## config.mk

```make
export PLATFORM = sky130hd
export DESIGN_NAME = pulse_capture_timer
export DESIGN_NICKNAME = d
export VERILOG_FILES = /design/src/rtl/ppw_pkg.sv /design/src/rtl/ppw_edge_sel.sv /design/src/rtl/ppw_tick_sel.sv /design/src/rtl/ppw_capture_core.sv /design/src/rtl/pulse_capture_timer.sv
export SDC_FILE = /design/constraint.sdc
export NUM_CORES = 1
export LEC_CHECK = 0
export BUFFER_PORTS_ARGS = -buffer_cell sky130_fd_sc_hd__buf_2
export CAP_MARGIN = 10
export CORE_ASPECT_RATIO = 1.5
export CORE_MARGIN = 1
export CORE_UTILIZATION = 45
export CTS_BUF_LIST = sky130_fd_sc_hd__clkbuf_4 sky130_fd_sc_hd__clkbuf_8 sky130_fd_sc_hd__clkbuf_16
export DETAILED_ROUTE_END_ITERATION = 12
export GPL_TIMING_DRIVEN = 0
export PLACE_DENSITY = 0.7
export SLEW_MARGIN = 20
export SYNTH_ARGS = -nofsm -noshare
export SYNTH_HDL_FRONTEND = slang
export SYNTH_HIERARCHICAL = 1
export SYNTH_SLANG_ARGS = --single-unit
```

## constraint.sdc

```tcl
create_clock -name clk -period 2 [get_ports clk]
set_input_delay 0.4 -clock clk [delete_from_list [all_inputs] [get_ports clk]]
set_output_delay 0.4 -clock clk [all_outputs]
set_load 0.01 [all_outputs]
```

## src/rtl/ppw_pkg.sv

```systemverilog
package ppw_pkg;

  typedef enum logic [1:0] {
    EDGE_FALL = 2'b00,
    EDGE_RISE = 2'b01,
    EDGE_BOTH = 2'b10,
    EDGE_NONE = 2'b11
  } edge_sel_e;

  localparam logic [1:0] ADDR_MODE  = 2'd0;
  localparam logic [1:0] ADDR_START = 2'd1;
  localparam logic [1:0] ADDR_TIMER = 2'd2;

  localparam logic [1:0] OP_CAPTURE = 2'b10;

  typedef struct packed {
    logic [1:0] src;
    logic [1:0] meas;
    logic [1:0] op;
  } mode_t;

endpackage

```

## src/rtl/ppw_edge_sel.sv

```systemverilog
module ppw_edge_sel #(
  parameter int SYNC_STAGES = 2
) (
  input  logic       clk,
  input  logic       rst_n,
  input  logic       meas_in,
  input  logic [1:0] meas_sel,
  output logic       eff_edge
);
  import ppw_pkg::*;

  logic [SYNC_STAGES-1:0] sync_q;
  logic                   last_q;
  logic                   cur;
  logic                   rise;
  logic                   fall;

  generate
    for (genvar g = 0; g < SYNC_STAGES; g++) begin : g_sync
      if (g == 0) begin : g_first
        always_ff @(posedge clk or negedge rst_n) begin
          if (!rst_n) sync_q[0] <= 1'b0;
          else        sync_q[0] <= meas_in;
        end
      end else begin : g_next
        always_ff @(posedge clk or negedge rst_n) begin
          if (!rst_n) sync_q[g] <= 1'b0;
          else        sync_q[g] <= sync_q[g-1];
        end
      end
    end
  endgenerate

  assign cur = sync_q[SYNC_STAGES-1];

  always_ff @(posedge clk or negedge rst_n) begin
    if (!rst_n) last_q <= 1'b0;
    else        last_q <= cur;
  end

  assign rise = cur & ~last_q;
  assign fall = ~cur & last_q;

  always_comb begin
    unique case (edge_sel_e'(meas_sel))
      EDGE_FALL: eff_edge = fall;
      EDGE_RISE: eff_edge = rise;
      EDGE_BOTH: eff_edge = rise | fall;
      default:   eff_edge = 1'b0;
    endcase
  end

endmodule

```

## src/rtl/ppw_tick_sel.sv

```systemverilog
module ppw_tick_sel #(
  parameter int N_SRC = 4,
  localparam int SEL_W = (N_SRC > 1) ? $clog2(N_SRC) : 1
) (
  input  logic [N_SRC-1:0] tick_en,
  input  logic [SEL_W-1:0] sel,
  output logic             tick
);
  assign tick = tick_en[sel];
endmodule

```

## src/rtl/ppw_capture_core.sv

```systemverilog
module ppw_capture_core #(
  parameter int CNT_W = 16
) (
  input  logic             clk,
  input  logic             rst_n,
  input  logic             run,
  input  logic             eff_edge,
  input  logic             tick,
  input  logic             ovf_clr_req,
  output logic [CNT_W-1:0] cnt_o,
  output logic [CNT_W-1:0] result_o,
  output logic             ovf_o,
  output logic             irq_o,
  output logic             fresh_o,
  output logic             armed_o
);
  localparam logic [CNT_W-1:0] CNT_MAX = '1;

  logic             run_prev_q;
  logic [CNT_W-1:0] cnt_q;
  logic [CNT_W-1:0] result_q;
  logic             armed_q;
  logic             ovf_q;
  logic             aged_q;
  logic             irq_q;
  logic             fresh;
  logic             capture;
  logic             wrap;

  assign fresh   = run & ~run_prev_q;
  assign capture = run & ~fresh & eff_edge;
  assign wrap    = run & ~fresh & ~eff_edge & tick & (cnt_q == CNT_MAX);

  always_ff @(posedge clk or negedge rst_n) begin
    if (!rst_n) begin
      run_prev_q <= 1'b0;
      cnt_q      <= '0;
      result_q   <= '0;
      armed_q    <= 1'b0;
      irq_q      <= 1'b0;
    end else begin
      run_prev_q <= run;
      irq_q      <= (capture & armed_q) | wrap;
      if (fresh) begin
        cnt_q   <= '0;
        armed_q <= 1'b0;
      end else if (capture) begin
        result_q <= cnt_q;
        cnt_q    <= '0;
        armed_q  <= 1'b1;
      end else if (run && tick) begin
        cnt_q <= cnt_q + 1'b1;
      end
    end
  end

  always_ff @(posedge clk or negedge rst_n) begin
    if (!rst_n) begin
      ovf_q  <= 1'b0;
      aged_q <= 1'b0;
    end else if (wrap) begin
      ovf_q  <= 1'b1;
      aged_q <= 1'b0;
    end else if (ovf_q && aged_q && ovf_clr_req) begin
      ovf_q <= 1'b0;
    end else if (ovf_q && run && tick) begin
      aged_q <= 1'b1;
    end
  end

  assign cnt_o    = cnt_q;
  assign result_o = result_q;
  assign ovf_o    = ovf_q;
  assign irq_o    = irq_q;
  assign fresh_o  = fresh;
  assign armed_o  = armed_q;

endmodule

```

## src/rtl/pulse_capture_timer.sv

```systemverilog
module pulse_capture_timer #(
  parameter int CNT_W       = 16,
  parameter int N_SRC       = 4,
  parameter int SYNC_STAGES = 2
) (
  input  logic             clk,
  input  logic             rst_n,
  input  logic             wr_en,
  input  logic [1:0]       wr_addr,
  input  logic [15:0]      wr_data,
  input  logic [1:0]       rd_addr,
  output logic [15:0]      rd_data,
  input  logic             meas_in,
  input  logic [N_SRC-1:0] tick_en,
  output logic             irq,
  output logic             ovf_flag
);
  import ppw_pkg::*;

  mode_t            mode_q;
  logic             start_q;
  logic             run;
  logic             eff_edge;
  logic             tick;
  logic             mode_wr;
  logic             timer_wr;
  logic [CNT_W-1:0] cnt;
  logic [CNT_W-1:0] result;
  logic             fresh;
  logic             armed;

  assign mode_wr  = wr_en && (wr_addr == ADDR_MODE);
  assign timer_wr = wr_en && (wr_addr == ADDR_TIMER);

  always_ff @(posedge clk or negedge rst_n) begin
    if (!rst_n) begin
      mode_q  <= '0;
      start_q <= 1'b0;
    end else if (wr_en) begin
      if (wr_addr == ADDR_MODE) begin
        mode_q.src  <= wr_data[7:6];
        mode_q.meas <= wr_data[3:2];
        mode_q.op   <= wr_data[1:0];
      end
      if (wr_addr == ADDR_START) start_q <= wr_data[0];
    end
  end

  assign run = start_q && (mode_q.op == OP_CAPTURE);

  ppw_edge_sel #(.SYNC_STAGES(SYNC_STAGES)) u_edge (
    .clk      (clk),
    .rst_n    (rst_n),
    .meas_in  (meas_in),
    .meas_sel (mode_q.meas),
    .eff_edge (eff_edge)
  );

  ppw_tick_sel #(.N_SRC(N_SRC)) u_tick (
    .tick_en (tick_en),
    .sel     (mode_q.src),
    .tick    (tick)
  );

  ppw_capture_core #(.CNT_W(CNT_W)) u_core (
    .clk         (clk),
    .rst_n       (rst_n),
    .run         (run),
    .eff_edge    (eff_edge),
    .tick        (tick),
    .ovf_clr_req (mode_wr & start_q),
    .cnt_o       (cnt),
    .result_o    (result),
    .ovf_o       (ovf_flag),
    .irq_o       (irq),
    .fresh_o     (fresh),
    .armed_o     (armed)
  );

  always_comb begin
    rd_data = '0;
    case (rd_addr)
      ADDR_MODE:  rd_data = {8'h00, mode_q.src, ovf_flag, 1'b0, mode_q.meas, mode_q.op};
      ADDR_START: rd_data = {15'h0000, start_q};
      ADDR_TIMER: rd_data = 16'(result);
      default:    rd_data = '0;
    endcase
  end

endmodule

```

==> results of run 1 <==
==> cells by family (layout without fill, tap and decap cells) <==
logic type               after synthesis  in the layout  synth area share (%)
flip-flops                            47             47                  51.5
multiplexers                          31             31                  15.3
XOR/XNOR                               4              4                  1.53
AO/OA/AOI/OAI                         31             31                  8.38
AND/OR/NAND/NOR                       77             77                  19.1
adder cells (fa/ha/maj)                3              3                  1.64
buffers and inverters                 14             61                  2.52
==> cell usage after synthesis (2+ instances only) <==
master / count
sky130_fd_sc_hd__a21o_1: 2
sky130_fd_sc_hd__a21oi_1: 3
sky130_fd_sc_hd__a31oi_1: 2
sky130_fd_sc_hd__and2_1: 9
sky130_fd_sc_hd__and3_1: 2
sky130_fd_sc_hd__clkbuf_1: 5
sky130_fd_sc_hd__dfrtp_1: 47
sky130_fd_sc_hd__ha_1: 3
sky130_fd_sc_hd__inv_1: 7
sky130_fd_sc_hd__mux2_2: 22
sky130_fd_sc_hd__mux2i_1: 8
sky130_fd_sc_hd__nand2_1: 15
sky130_fd_sc_hd__nand2b_1: 2
sky130_fd_sc_hd__nand3_1: 12
sky130_fd_sc_hd__nand3b_1: 2
sky130_fd_sc_hd__nand4_1: 3
sky130_fd_sc_hd__nor2_1: 14
sky130_fd_sc_hd__nor2b_1: 2
sky130_fd_sc_hd__nor3_1: 3
sky130_fd_sc_hd__nor4_1: 2
sky130_fd_sc_hd__o211ai_1: 4
sky130_fd_sc_hd__o21ai_0: 14
sky130_fd_sc_hd__or4_1: 4
sky130_fd_sc_hd__xnor2_1: 2
sky130_fd_sc_hd__xor2_1: 2
==> timing repair <==
item / CTS / global route
pin swaps: 1 / 2
resized for setup: 10 / 11
endpoints found under the setup margin: 20 / 20
setup buffers: 0 / 8
==> worst max-delay path, cell delays in order (launching register included) <==
cell and delay, ns:
sky130_fd_sc_hd__dfrtp_1 0.41, sky130_fd_sc_hd__mux4_2 0.48, sky130_fd_sc_hd__nand3_4 0.10, sky130_fd_sc_hd__or4_4 0.42, sky130_fd_sc_hd__or4_4 0.42, sky130_fd_sc_hd__o211ai_1 0.09
==> per-stage QoR <==
stage,total power [uW],std cells
2_1_floorplan,1270,207
3_3_place_gp,1360,306
3_5_place_dp,1370,306
4_1_cts,1950,312
5_1_grt,2070,320
6_report,1960,320
==> placed cells by master (no fill, tap or decap), types with 3 or more instances in the layout <==
cell type and count:
sky130_fd_sc_hd__dfrtp_1 47, sky130_fd_sc_hd__buf_2 33, sky130_fd_sc_hd__mux2_2 22, sky130_fd_sc_hd__o21ai_0 14, sky130_fd_sc_hd__nand2_1 14, sky130_fd_sc_hd__nor2_1 12
sky130_fd_sc_hd__buf_4 11, sky130_fd_sc_hd__and2_1 9, sky130_fd_sc_hd__nand3_1 9, sky130_fd_sc_hd__mux2i_1 8, sky130_fd_sc_hd__inv_1 7, sky130_fd_sc_hd__clkbuf_8 6
sky130_fd_sc_hd__o211ai_1 4, sky130_fd_sc_hd__nand3_4 3, sky130_fd_sc_hd__nor3_1 3, sky130_fd_sc_hd__nand4_1 3, sky130_fd_sc_hd__a21oi_1 3, sky130_fd_sc_hd__ha_1 3
==> path summary, 6_finish.rpt <==
path,from,to,slack [ns],depth (start not counted)
min in group clk,meas_in,u_edge/sync_q[0]$_DFF_PN0_,0.20,1
worst max-delay path,mode_q[4]$_DFFE_PN0P_,u_core/cnt_o[15]$_DFFE_PN0P_,-0.009,5
worst min register to register,u_edge/sync_q[0]$_DFF_PN0_,u_edge/cur$_DFF_PN0_,0.36,0
worst max register to register,mode_q[4]$_DFFE_PN0P_,u_core/cnt_o[15]$_DFFE_PN0P_,-0.009,5
worst min-delay path,rst_n,u_core/irq_o$_DFF_PN0_,0.10,1
max in group asynchronous,rst_n,u_core/result_o[7]$_DFFE_PN0P_,1.51,1
==> cell type report <==
cell class	instances	area, sq um
inverters	7	26.3
clock inverters	1	5.00
plain buffers	6	33.8
fillers	425	2090
clock buffers	6	82.6
multi-input cells	146	1130
well taps	66	82.6
repair buffers	41	228
flip-flops and latches	47	1180
==> power by group through the flow <==
stage	registers, uW	logic, uW	clock network (uW)
6_report	1100	297	570
3_3_place_gp	1110	256	0
3_5_place_dp	1110	261	0
5_1_grt	1110	333	624
2_1_floorplan	1090	176	0
4_1_cts	1090	268	585
==> routing by layer <==
metal | part of all wire [%] | up-vias
met5 | 0 | -
met4 | 2.1 | 0
met3 | 2.6 | 7
met2 | 53 | 33
met1 | 42 | 858
li1 | - | 841
==> impl_summary.txt, run 1 <==
----------------------------------------------------
[Worst setup path]
  Arrival time of the worst setup path ... 2.23 ns
  Data required time at the worst endpoint ... 2.22 ns
  Crit Path Max Fanout ... 8
  Worst Setup End Kind ... flop
  Worst Setup Start Kind ... flop
  Critical path type ... reg2reg

[Clock network]
  TritonCTS clock tree ... yes
  CTS Buffer Depth ... 2
  CTS clk-pin slew, worst paths ... 0.08 ns
  Hold buffer count at cts ... 0
  Inserted Clock Buffers ... 5
  Clock sinks ... 47
  Clock insertion delay at the later pin of the skew report ... 0.30 ns
  Number of levels the H-tree was split into ... 2
  Cell at the root of the clock tree ... sky130_fd_sc_hd__clkbuf_8

[Detailed routing]
  Via count ... 1739
  Routed via count divided by cell count ... 5.43
  Mean routed wirelength per cell ... 14.3 microns
  Detailed-routing iteration count for the pre-antenna-repair pass ... 6
  Routed wire length ... 4570 microns
  Post-route antenna net violation count ... 0
  Count of routing violations after the opening detailed-route iteration ... 41
  DRC viols ... 0

[Global routing]
  Vias in the first global route ... 1575
  Global Route met1 Usage ... 23.0%
  Wire length of the first global-routing pass ... 7420 microns
  Total congestion overflow ... 0
  Met3 Use GR ... 3.18%
  Pin count of the biggest net entering global routing ... 48
  GRT busiest layer ... met2
  Met2 Resource Use GR ... 31.6%
  Overall fraction of global-route tracks in use ... 18.8%
  Number of antenna violations at the first check in global routing ... 0

[Final layout]
  Design area ... 2760 sq um
  Synthesis-to-finish area growth ... 20.9%
  NumNets Final ... 285
  Core utilization of the finished layout ... 57.0%
  Number of antenna cells inserted ... 0
  Layout cell share with drive strength beyond 1 ... 35.8%

[STA]
  Worst Slack Setup Final ... -0.00949 ns
  Tightest slew margin relative to the limit ... 61.6%
  Maximum clock skew at final layout ... 0.00779 ns
  Hold slack ... 0.102 ns
  Total Negative Setup Slacks ... -0.00949 ns
  Number of hold-slack violations in the final timing report ... 0
  Share of the cycle needed by the critical path after routing ... 100%
  Final Critical Period ... 2.01 ns
  Max Slew Vio Count ... 0
  Maximum clock frequency ... 498 MHz
  Transition time at the pin with the least slew margin ... 0.576 ns
  RSZ-0062 raised after global routing ... yes
  Number of failing setup endpoints in the final timing report ... 1

[Placed design]
  Instance area after placement ... 2530 sq um
  Half-perimeter wire length of the detailed placement result ... 3220 microns
  Routability Congestion ... 0.822
  Worst setup slack before clock tree synthesis ... -0.246 ns
  Count of buffers from port buffering ... 33

[Synth]
  Post-Syn Nets ... 238
  Area share of the largest cell type after synthesis ... 51.5%
  Number of instances in the synthesized netlist ... 207
  Syn Std Cell Area ... 2280 sq um
  Syn Area/Cell ... 11.0 sq um
  Asr flop ratio synth ... 100%
  Most area-hungry cell type in the Yosys netlist ... sky130_fd_sc_hd__dfrtp_1
  Synth warnings ... 6
  Synth top area cells ... sky130_fd_sc_hd__dfrtp_1 (51%), sky130_fd_sc_hd__mux2_2 (11%), sky130_fd_sc_hd__mux2i_1 (3.5%)
  Number of flops mapped to enable cells by yosys ... 0
  Library cells used by synthesis ... 41
  Seq/Total Area, Yosys ... 51.5%
  Register bit total from synthesis ... 47
  Synth Flop Type ... sky130_fd_sc_hd__dfrtp_1

[Die]
  Total I/O pin count ... 46
  Placeable core region ... 4850 sq um
  DIE AREA ... 5370 sq um
  Initial cell density of the core ... 47.1%
  Floorplan die height ... 89.3 microns
  Rows ... 31
  Horizontal die dimension ... 60.2 microns

[Pwr]
  Part of the total power dissipated in the clock network ... 29.0%
  Max VDD drop ... 0.000399 V
  Net switching component of the power ... 535 uW
  Leakage power figure ... 0.00136 uW
  Power per cell area ... 711 nW/um^2
  Share of power burned in combinational logic ... 15.1%
  Internal power summed over all cells ... 1430 uW
  Part of the total power dissipated in sequential elements ... 55.9%
  Switching fraction of total power ... 27.3%

[Flow run]
  Max-cap violation count ... 0

[Run status]
  Status ... finished, violations left
  Violations in the final reports ... negative setup slack

[Worst hold path]
  Type of the most critical hold path ... in2async

----------------------------------------------------
No activity file was read; power rests on OpenSTA's default activity.
==> run 2, diff against run 1 <==
- PLACE_DENSITY: 0.7 -> 0.68
==> impl_summary.txt, run 2 (synthesized netlist as in run 1, its figures left out) <==
----------------------------------------------------
[Clock network]
  Clock sinks ... 47 (unchanged)
  Hold buffer count at cts ... 0 (unchanged)
  Cell at the root of the clock tree ... sky130_fd_sc_hd__clkbuf_8
  Clock insertion delay at the later pin of the skew report ... 0.30 ns (about the same)
  CTS Buffer Depth ... 2 (unchanged)
  Number of levels the H-tree was split into ... 2 (unchanged)
  TritonCTS clock tree ... yes
  Inserted Clock Buffers ... 5 (unchanged)
  CTS clk-pin slew, worst paths ... 0.08 ns (about the same)

[Final layout]
  Most common cell after layout, fill and taps aside ... sky130_fd_sc_hd__dfrtp_1
  Filler cell count in the final layout ... 468 (+10%)
  Synthesis-to-finish area growth ... 18.2%
  Most frequent cells in the layout ... sky130_fd_sc_hd__dfrtp_1 (47), sky130_fd_sc_hd__buf_2 (33), sky130_fd_sc_hd__mux2_2 (22)
  Layout cell share with drive strength beyond 1 ... 33.7% (-2.1 points)
  Number of antenna cells inserted ... 0 (unchanged)
  NumNets Final ... 282 (-1.1%)

[Detailed routing]
  Routed via count divided by cell count ... 5.38 (-0.99%)
  Routed wire length ... 4560 microns (-0.39%)
  Via count ... 1711 (-1.6%)
  Mean routed wirelength per cell ... 14.3 microns (+0.23%)
  DRC viols ... 0 (unchanged)
  Detailed-routing iteration count for the pre-antenna-repair pass ... 4 (-2)
  Post-route antenna net violation count ... 0 (unchanged)
  Count of routing violations after the opening detailed-route iteration ... 38 (-7.3%)

[Worst hold path]
  Type of the most critical hold path ... in2async

[Die]
  Horizontal die dimension ... 60.2 microns (unchanged)
  Floorplan die height ... 89.3 microns (unchanged)
  Placeable core region ... 4850 sq um (unchanged)
  Initial cell density of the core ... 47.1% (unchanged)
  Total I/O pin count ... 46 (unchanged)
  DIE AREA ... 5370 sq um (unchanged)
  Rows ... 31 (unchanged)

[STA]
  Share of the cycle needed by the critical path after routing ... 100% (-0.14 points)
  Final Critical Period ... 2.01 ns (-0.00279 ns)
  Maximum clock frequency ... 498 MHz (+0.14%)
  Transition time at the pin with the least slew margin ... 0.588 ns (+0.0118 ns)
  Total Negative Setup Slacks ... -0.00670 ns (+0.00279 ns)
  Max Slew Vio Count ... 0 (unchanged)
  Maximum clock skew at final layout ... 0.00303 ns (-0.00475 ns)
  Worst Slack Setup Final ... -0.00670 ns (+0.00279 ns)
  Tightest slew margin relative to the limit ... 60.8% (-0.78 points)
  Number of hold-slack violations in the final timing report ... 0 (unchanged)
  Hold slack ... 0.0914 ns (-0.0105 ns)
  RSZ-0062 raised after global routing ... yes
  Number of failing setup endpoints in the final timing report ... 1 (unchanged)

[Pwr]
  Total design power ... 1950 uW (-0.60%)
  Power per cell area ... 723 nW/um^2 (+1.7%)
  Max VDD drop ... 0.000464 V (+17%)
  Leakage power figure ... 0.00134 uW (-1.1%)

[Worst setup path]
  Crit Path Max Fanout ... 5 (-3)
  Data required time at the worst endpoint ... 2.22 ns (about the same)
  Arrival time of the worst setup path ... 2.23 ns (about the same)
  Flop-to-flop setup slack ... -0.007 ns (about the same)
  Critical path type ... reg2reg
  Reg2reg start ... mode_q[4]$_DFFE_PN0P_
  Worst Setup End Kind ... flop
  Worst Reg2Reg Path Length in Cells ... 5 (unchanged)
  Worst Setup Start Kind ... flop
  Reg2Reg Capture Point ... u_core/cnt_o[15]$_DFFE_PN0P_

[Placed design]
  Half-perimeter wire length of the detailed placement result ... 3310 microns (+2.8%)
  Worst setup slack before clock tree synthesis ... -0.303 ns (-0.0564 ns)
  Count of buffers from port buffering ... 33 (unchanged)
  Routability Congestion ... 0.786 (-4.5%)

[Global routing]
  Pin count of the biggest net entering global routing ... 48 (unchanged)
  Vias in the first global route ... 1707 (+8.4%)
  Number of antenna violations at the first check in global routing ... 0 (unchanged)
  Total congestion overflow ... 0 (unchanged)
  Overall fraction of global-route tracks in use ... 19.5% (+0.71 points)
  Wire length of the first global-routing pass ... 7730 microns (+4.3%)

[Run status]
  Status ... finished, violations left
  Violations in the final reports ... negative setup slack

[Flow run]
  Max-cap violation count ... 0 (unchanged)

----------------------------------------------------
-- run 2: worst max-delay path by stage --
stage / startpoint / endpoint / depth (start not counted)
2_1_floorplan: mode_q[4]$_DFFE_PN0P_ / u_core/cnt_o[15]$_DFFE_PN0P_ / 6
3_3_place_gp: mode_q[4]$_DFFE_PN0P_ / u_core/cnt_o[14]$_DFFE_PN0P_ / 6
3_5_place_dp: mode_q[4]$_DFFE_PN0P_ / u_core/cnt_o[14]$_DFFE_PN0P_ / 6
4_1_cts: mode_q[4]$_DFFE_PN0P_ / u_core/cnt_o[15]$_DFFE_PN0P_ / 5
5_1_grt: u_edge/cur$_DFF_PN0_ / u_core/cnt_o[15]$_DFFE_PN0P_ / 9
6_report: mode_q[4]$_DFFE_PN0P_ / u_core/cnt_o[15]$_DFFE_PN0P_ / 5
-- run 2: routing by layer --
layer	vias to the layer above	wire, microns	track usage [%]	part of all wire, %
met1	841	1880	23.0	41
met3	7	156	3.47	3.4
li1	826	-	-	-
met2	37	2430	34.6	53
met4	0	87	7.61	1.9
met5	-	0	0	0
-- run 2: final cells by class --
cell class / instances / area (sq um) / area share, %
clock inverters: 3 / 15.0 / 0.556
inverters: 7 / 26.3 / 0.973
plain buffers: 6 / 40.0 / 1.48
clock buffers: 5 / 68.8 / 2.55
well taps: 66 / 82.6 / 3.06
multi-input cells: 146 / 1090 / 40.2
flip-flops and latches: 47 / 1180 / 43.6
repair buffers: 38 / 205 / 7.60
-- run 2: repair_timing --
item / 4_1_cts / 5_1_grt
gates cloned: 0 / 0
setup endpoints to repair: 20 / 17
pin swaps: 1 / 0
resized for setup: 11 / 2
setup buffers: 5 / 0
-- run 2: critical path, stage by stage, from the launching register on --
cell                       delay (ns)
sky130_fd_sc_hd__dfrtp_1         0.41
sky130_fd_sc_hd__mux4_2          0.41
sky130_fd_sc_hd__nand3_2         0.13
sky130_fd_sc_hd__or4_1           0.44
sky130_fd_sc_hd__or4_1           0.42
sky130_fd_sc_hd__o211ai_1        0.11
-- run 2: where the power goes --
group          internal [uW]  switching [uW]
registers               1020            71.4
logic                    144             160
clock network            239             313
-- run 2: per-stage QoR --
stage	std cells	area [sq um]	utilization [%]
2_1_floorplan	207	2290	-
3_3_place_gp	306	2530	52.3
3_5_place_dp	306	2530	52.3
4_1_cts	318	2690	55.5
5_1_grt	318	2700	55.7
6_report	318	2700	55.7
==> run 3, diff against run 2 <==
- ABC_AREA: not set -> 1
- BUFFER_PORTS_ARGS: -buffer_cell sky130_fd_sc_hd__buf_2 -> not set
- DONT_BUFFER_PORTS: not set -> 1
- PLACE_DENSITY: 0.68 -> 0.6
==> impl_summary.txt, run 3 <==
----------------------------------------------------
[Worst setup path]
  Arrival time of the worst setup path ... 2.01 ns (-0.22 ns)
  Critical path type ... reg2reg
  Critical path cell sequence ... ha_1 > inv_1 > nand3b_1 > nand3_2 > nand2_1 > clkbuf_1 > nand2_1 > o21ai_0
  Worst-path cell with the longest stage delay ... sky130_fd_sc_hd__dfrtp_1
  Slowest Stage Delay on Critical Path ... 0.41 ns (-0.03 ns)
  Cell family with the largest share of critical-path delay ... simple AND/OR/NAND/NOR gates
  Worst Setup End Kind ... flop
  Worst path most repeated cell ... sky130_fd_sc_hd__nand2_1
  Worst Setup Start Kind ... flop
  Crit Path Max Fanout ... 10 (+5)
  Data required time at the worst endpoint ... 2.21 ns (about the same)
  Critical path buffer and inverter count ... 2 (+2)

[Synth]
  Register bit total from synthesis ... 47 (unchanged)
  Post-Syn Nets ... 353 (+48%)
  Synth Flop Type ... sky130_fd_sc_hd__dfrtp_1
  Syn Std Cell Area ... 2430 sq um (+6.2%)
  Library cells used by synthesis ... 25 (-39%)
  Ranking of synthesized cells by instance count ... sky130_fd_sc_hd__nand2_1 (90), sky130_fd_sc_hd__inv_1 (51), sky130_fd_sc_hd__dfrtp_1 (47)
  Seq/Total Area, Yosys ... 48.5% (-3.0 points)
  Area share of the largest cell type after synthesis ... 48.5% (-3.0 points)
  Synth warnings ... 6 (unchanged)
  Number of instances in the synthesized netlist ... 322 (+56%)
  Number of flops mapped to enable cells by yosys ... 0 (unchanged)
  Most area-hungry cell type in the Yosys netlist ... sky130_fd_sc_hd__dfrtp_1
  Dominant cell by count in the synthesized netlist ... sky130_fd_sc_hd__nand2_1
  Synth top area cells ... sky130_fd_sc_hd__dfrtp_1 (48%), sky130_fd_sc_hd__nand2_1 (14%), sky130_fd_sc_hd__inv_1 (7.9%)
  Syn Area/Cell ... 7.54 sq um (-32%)
  Asr flop ratio synth ... 100% (unchanged)

[Clock network]
  CTS clk-pin slew, worst paths ... 0.08 ns (about the same)
  Clock insertion delay at the later pin of the skew report ... 0.30 ns (about the same)
  CTS Buffer Depth ... 2 (unchanged)
  Clock sinks ... 47 (unchanged)
  Inserted Clock Buffers ... 5 (unchanged)
  Cell at the root of the clock tree ... sky130_fd_sc_hd__clkbuf_8
  Number of levels the H-tree was split into ... 2 (unchanged)
  TritonCTS clock tree ... yes

[Pwr]
  Power per cell area ... 749 nW/um^2 (+3.7%)
  Net switching component of the power ... 474 uW (-13%)
  Part of the total power dissipated in sequential elements ... 50.0% (-6.1 points)
  Max VDD drop ... 0.000387 V (-17%)
  Part of the total power dissipated in the clock network ... 40.9% (+13 points)
  Leakage power figure ... 0.00134 uW (-0.17%)
  Total design power ... 2030 uW (+3.8%)
  Internal power summed over all cells ... 1550 uW (+10%)
  Switching fraction of total power ... 23.4% (-4.5 points)
  Share of power burned in combinational logic ... 9.2% (-6.4 points)

[STA]
  Number of failing setup endpoints in the final timing report ... 0 (-1)
  Share of the cycle needed by the critical path after routing ... 89.7% (-11 points)
  Number of hold-slack violations in the final timing report ... 0 (unchanged)
  Final Critical Period ... 1.79 ns (-0.213 ns)
  Maximum clock frequency ... 557 MHz (+12%)
  Tightest slew margin relative to the limit ... 71.8% (+11 points)
  Total Negative Setup Slacks ... 0 ns (+0.00670 ns)
  Max Slew Vio Count ... 0 (unchanged)
  Worst Slack Setup Final ... 0.206 ns (+0.213 ns)
  RSZ-0062 raised after global routing ... no
  Transition time at the pin with the least slew margin ... 0.424 ns (-0.164 ns)
  Maximum clock skew at final layout ... 0.00525 ns (+0.00222 ns)

[Die]
  Rows ... 32 (+3.2%)
  Total I/O pin count ... 46 (unchanged)
  Floorplan die height ... 92.0 microns (+3.0%)
  DIE AREA ... 5700 sq um (+6.1%)
  Horizontal die dimension ... 62.0 microns (+3.0%)
  Initial cell density of the core ... 47.0% (-0.13 points)
  Placeable core region ... 5160 sq um (+6.5%)

[Global routing]
  Vias in the first global route ... 1811 (+6.1%)
  Global Route met1 Usage ... 22.2% (-0.81 points)
  Overall fraction of global-route tracks in use ... 20.4% (+0.84 points)
  Met3 Use GR ... 4.37% (+0.90 points)
  Number of antenna violations at the first check in global routing ... 0 (unchanged)
  Pin count of the biggest net entering global routing ... 48 (unchanged)
  Met2 Resource Use GR ... 36.3% (+1.8 points)
  Total congestion overflow ... 0 (unchanged)
  Wire length of the first global-routing pass ... 8370 microns (+8.2%)
  GRT busiest layer ... met2

[Flow run]
  Max-cap violation count ... 0 (unchanged)

[Final layout]
  Number of antenna cells inserted ... 0 (unchanged)
  Synthesis-to-finish area growth ... 11.4%
  NumNets Final ... 362 (+28%)
  Most frequent cells in the layout ... sky130_fd_sc_hd__nand2_1 (90), sky130_fd_sc_hd__inv_1 (51), sky130_fd_sc_hd__dfrtp_1 (47)
  Core utilization of the finished layout ... 52.3% (-3.3 points)
  Layout cell share with drive strength beyond 1 ... 9.34% (-24 points)
  Most common cell after layout, fill and taps aside ... sky130_fd_sc_hd__nand2_1

[Detailed routing]
  Via count ... 1975 (+15%)
  Routed via count divided by cell count ... 4.94 (-8.2%)
  Count of routing violations after the opening detailed-route iteration ... 108 (+180%)
  Routed wire length ... 5430 microns (+19%)
  Mean routed wirelength per cell ... 13.6 microns (-5.2%)
  Post-route antenna net violation count ... 0 (unchanged)
  Detailed-routing iteration count for the pre-antenna-repair pass ... 4 (unchanged)
  DRC viols ... 0 (unchanged)

[Worst hold path]
  Type of the most critical hold path ... in2reg

[Placed design]
  Half-perimeter wire length of the detailed placement result ... 4120 microns (+25%)
  Routability Congestion ... 0.867 (+10%)
  Worst setup slack before clock tree synthesis ... 0.100 ns (+0.403 ns)
  Count of buffers from port buffering ... 0 (-100%)

[Run status]
  Status ... finished clean

----------------------------------------------------
## run 3: layout make-up
cell class                 instances  area, sq um
sequential                        47         1180
tap                               68         85.1
buffer                             7         38.8
inverter                          52          195
clock buffer                       6         76.3
multi-input combinational        216         1030
clock inverter                     2         60.1
timing repair buffer               2         37.5
fill                             517         2460
## run 3: routing by layer
| layer | vias to the layer above | wire (microns) | share of wire, % |
|---|---|---|---|
| met4 | 0 | 133 | 2.4 |
| met5 | - | 0 | 0 |
| li1 | 1019 | - | - |
| met3 | 10 | 253 | 4.7 |
| met2 | 52 | 2850 | 52 |
| met1 | 894 | 2190 | 40 |
## run 3: final timing paths
kind,from,to,slack [ns],depth (start not counted)
worst max-delay path,u_edge/cur$_DFF_PN0_,u_core/result_o[8]$_DFFE_PN0P_,0.21,8
worst min-delay path,meas_in,u_edge/sync_q[0]$_DFF_PN0_,0.13,0
worst max register to register,u_edge/cur$_DFF_PN0_,u_core/result_o[8]$_DFFE_PN0P_,0.21,8
worst min register to register,u_edge/sync_q[0]$_DFF_PN0_,u_edge/cur$_DFF_PN0_,0.35,0
max in group asynchronous,rst_n,u_core/result_o[13]$_DFFE_PN0P_,1.18,2
min in group asynchronous,rst_n,u_edge/last_q$_DFF_PN0_,0.61,2
## run 3: cells by family after synthesis
| logic type | Yosys count | share of synthesized area [%] |
|---|---|---|
| AO/OA/AOI/OAI | 33 | 7.17 |
| adder cells (fa/ha/maj) | 3 | 1.55 |
| buffers and inverters | 59 | 9.54 |
| flip-flops | 47 | 48.5 |
| multiplexers | 2 | 0.928 |
| AND/OR/NAND/NOR | 178 | 32.4 |
## run 3: power groups by stage
stage / combinational, uW / sequential [uW] / clock, uW
after floorplan: 123 / 1020 / 0
after global placement: 154 / 1030 / 0
after detailed placement: 155 / 1030 / 0
after CTS: 184 / 1010 / 854
after global routing: 215 / 1020 / 899
final: 186 / 1010 / 828
## run 3: worst reg2reg max path, cell delays in order, from the launching register on
cell and delay (ns):
sky130_fd_sc_hd__dfrtp_1 0.41, sky130_fd_sc_hd__ha_1 0.28, sky130_fd_sc_hd__inv_1 0.03, sky130_fd_sc_hd__nand3b_1 0.08
sky130_fd_sc_hd__nand3_2 0.13, sky130_fd_sc_hd__nand2_1 0.22, sky130_fd_sc_hd__clkbuf_1 0.38, sky130_fd_sc_hd__nand2_1 0.08
sky130_fd_sc_hd__o21ai_0 0.10
## run 3: per-stage QoR
stage	cell area [sq um]	hold WS, ns	instances
finish	2700	0.125	400
global route	2700	0.0966	400
CTS	2690	0.115	400
detailed placement	2510	0.105	390
global placement	2510	0.105	390
floorplan	2430	0.104	322
## run 3: timing repair
item	in CTS	in global routing
endpoints found under the setup margin	0	21
gates resized for setup	0	7
buffers inserted	0	0
endpoints found under the hold margin	47	0
hold buffers	2	0
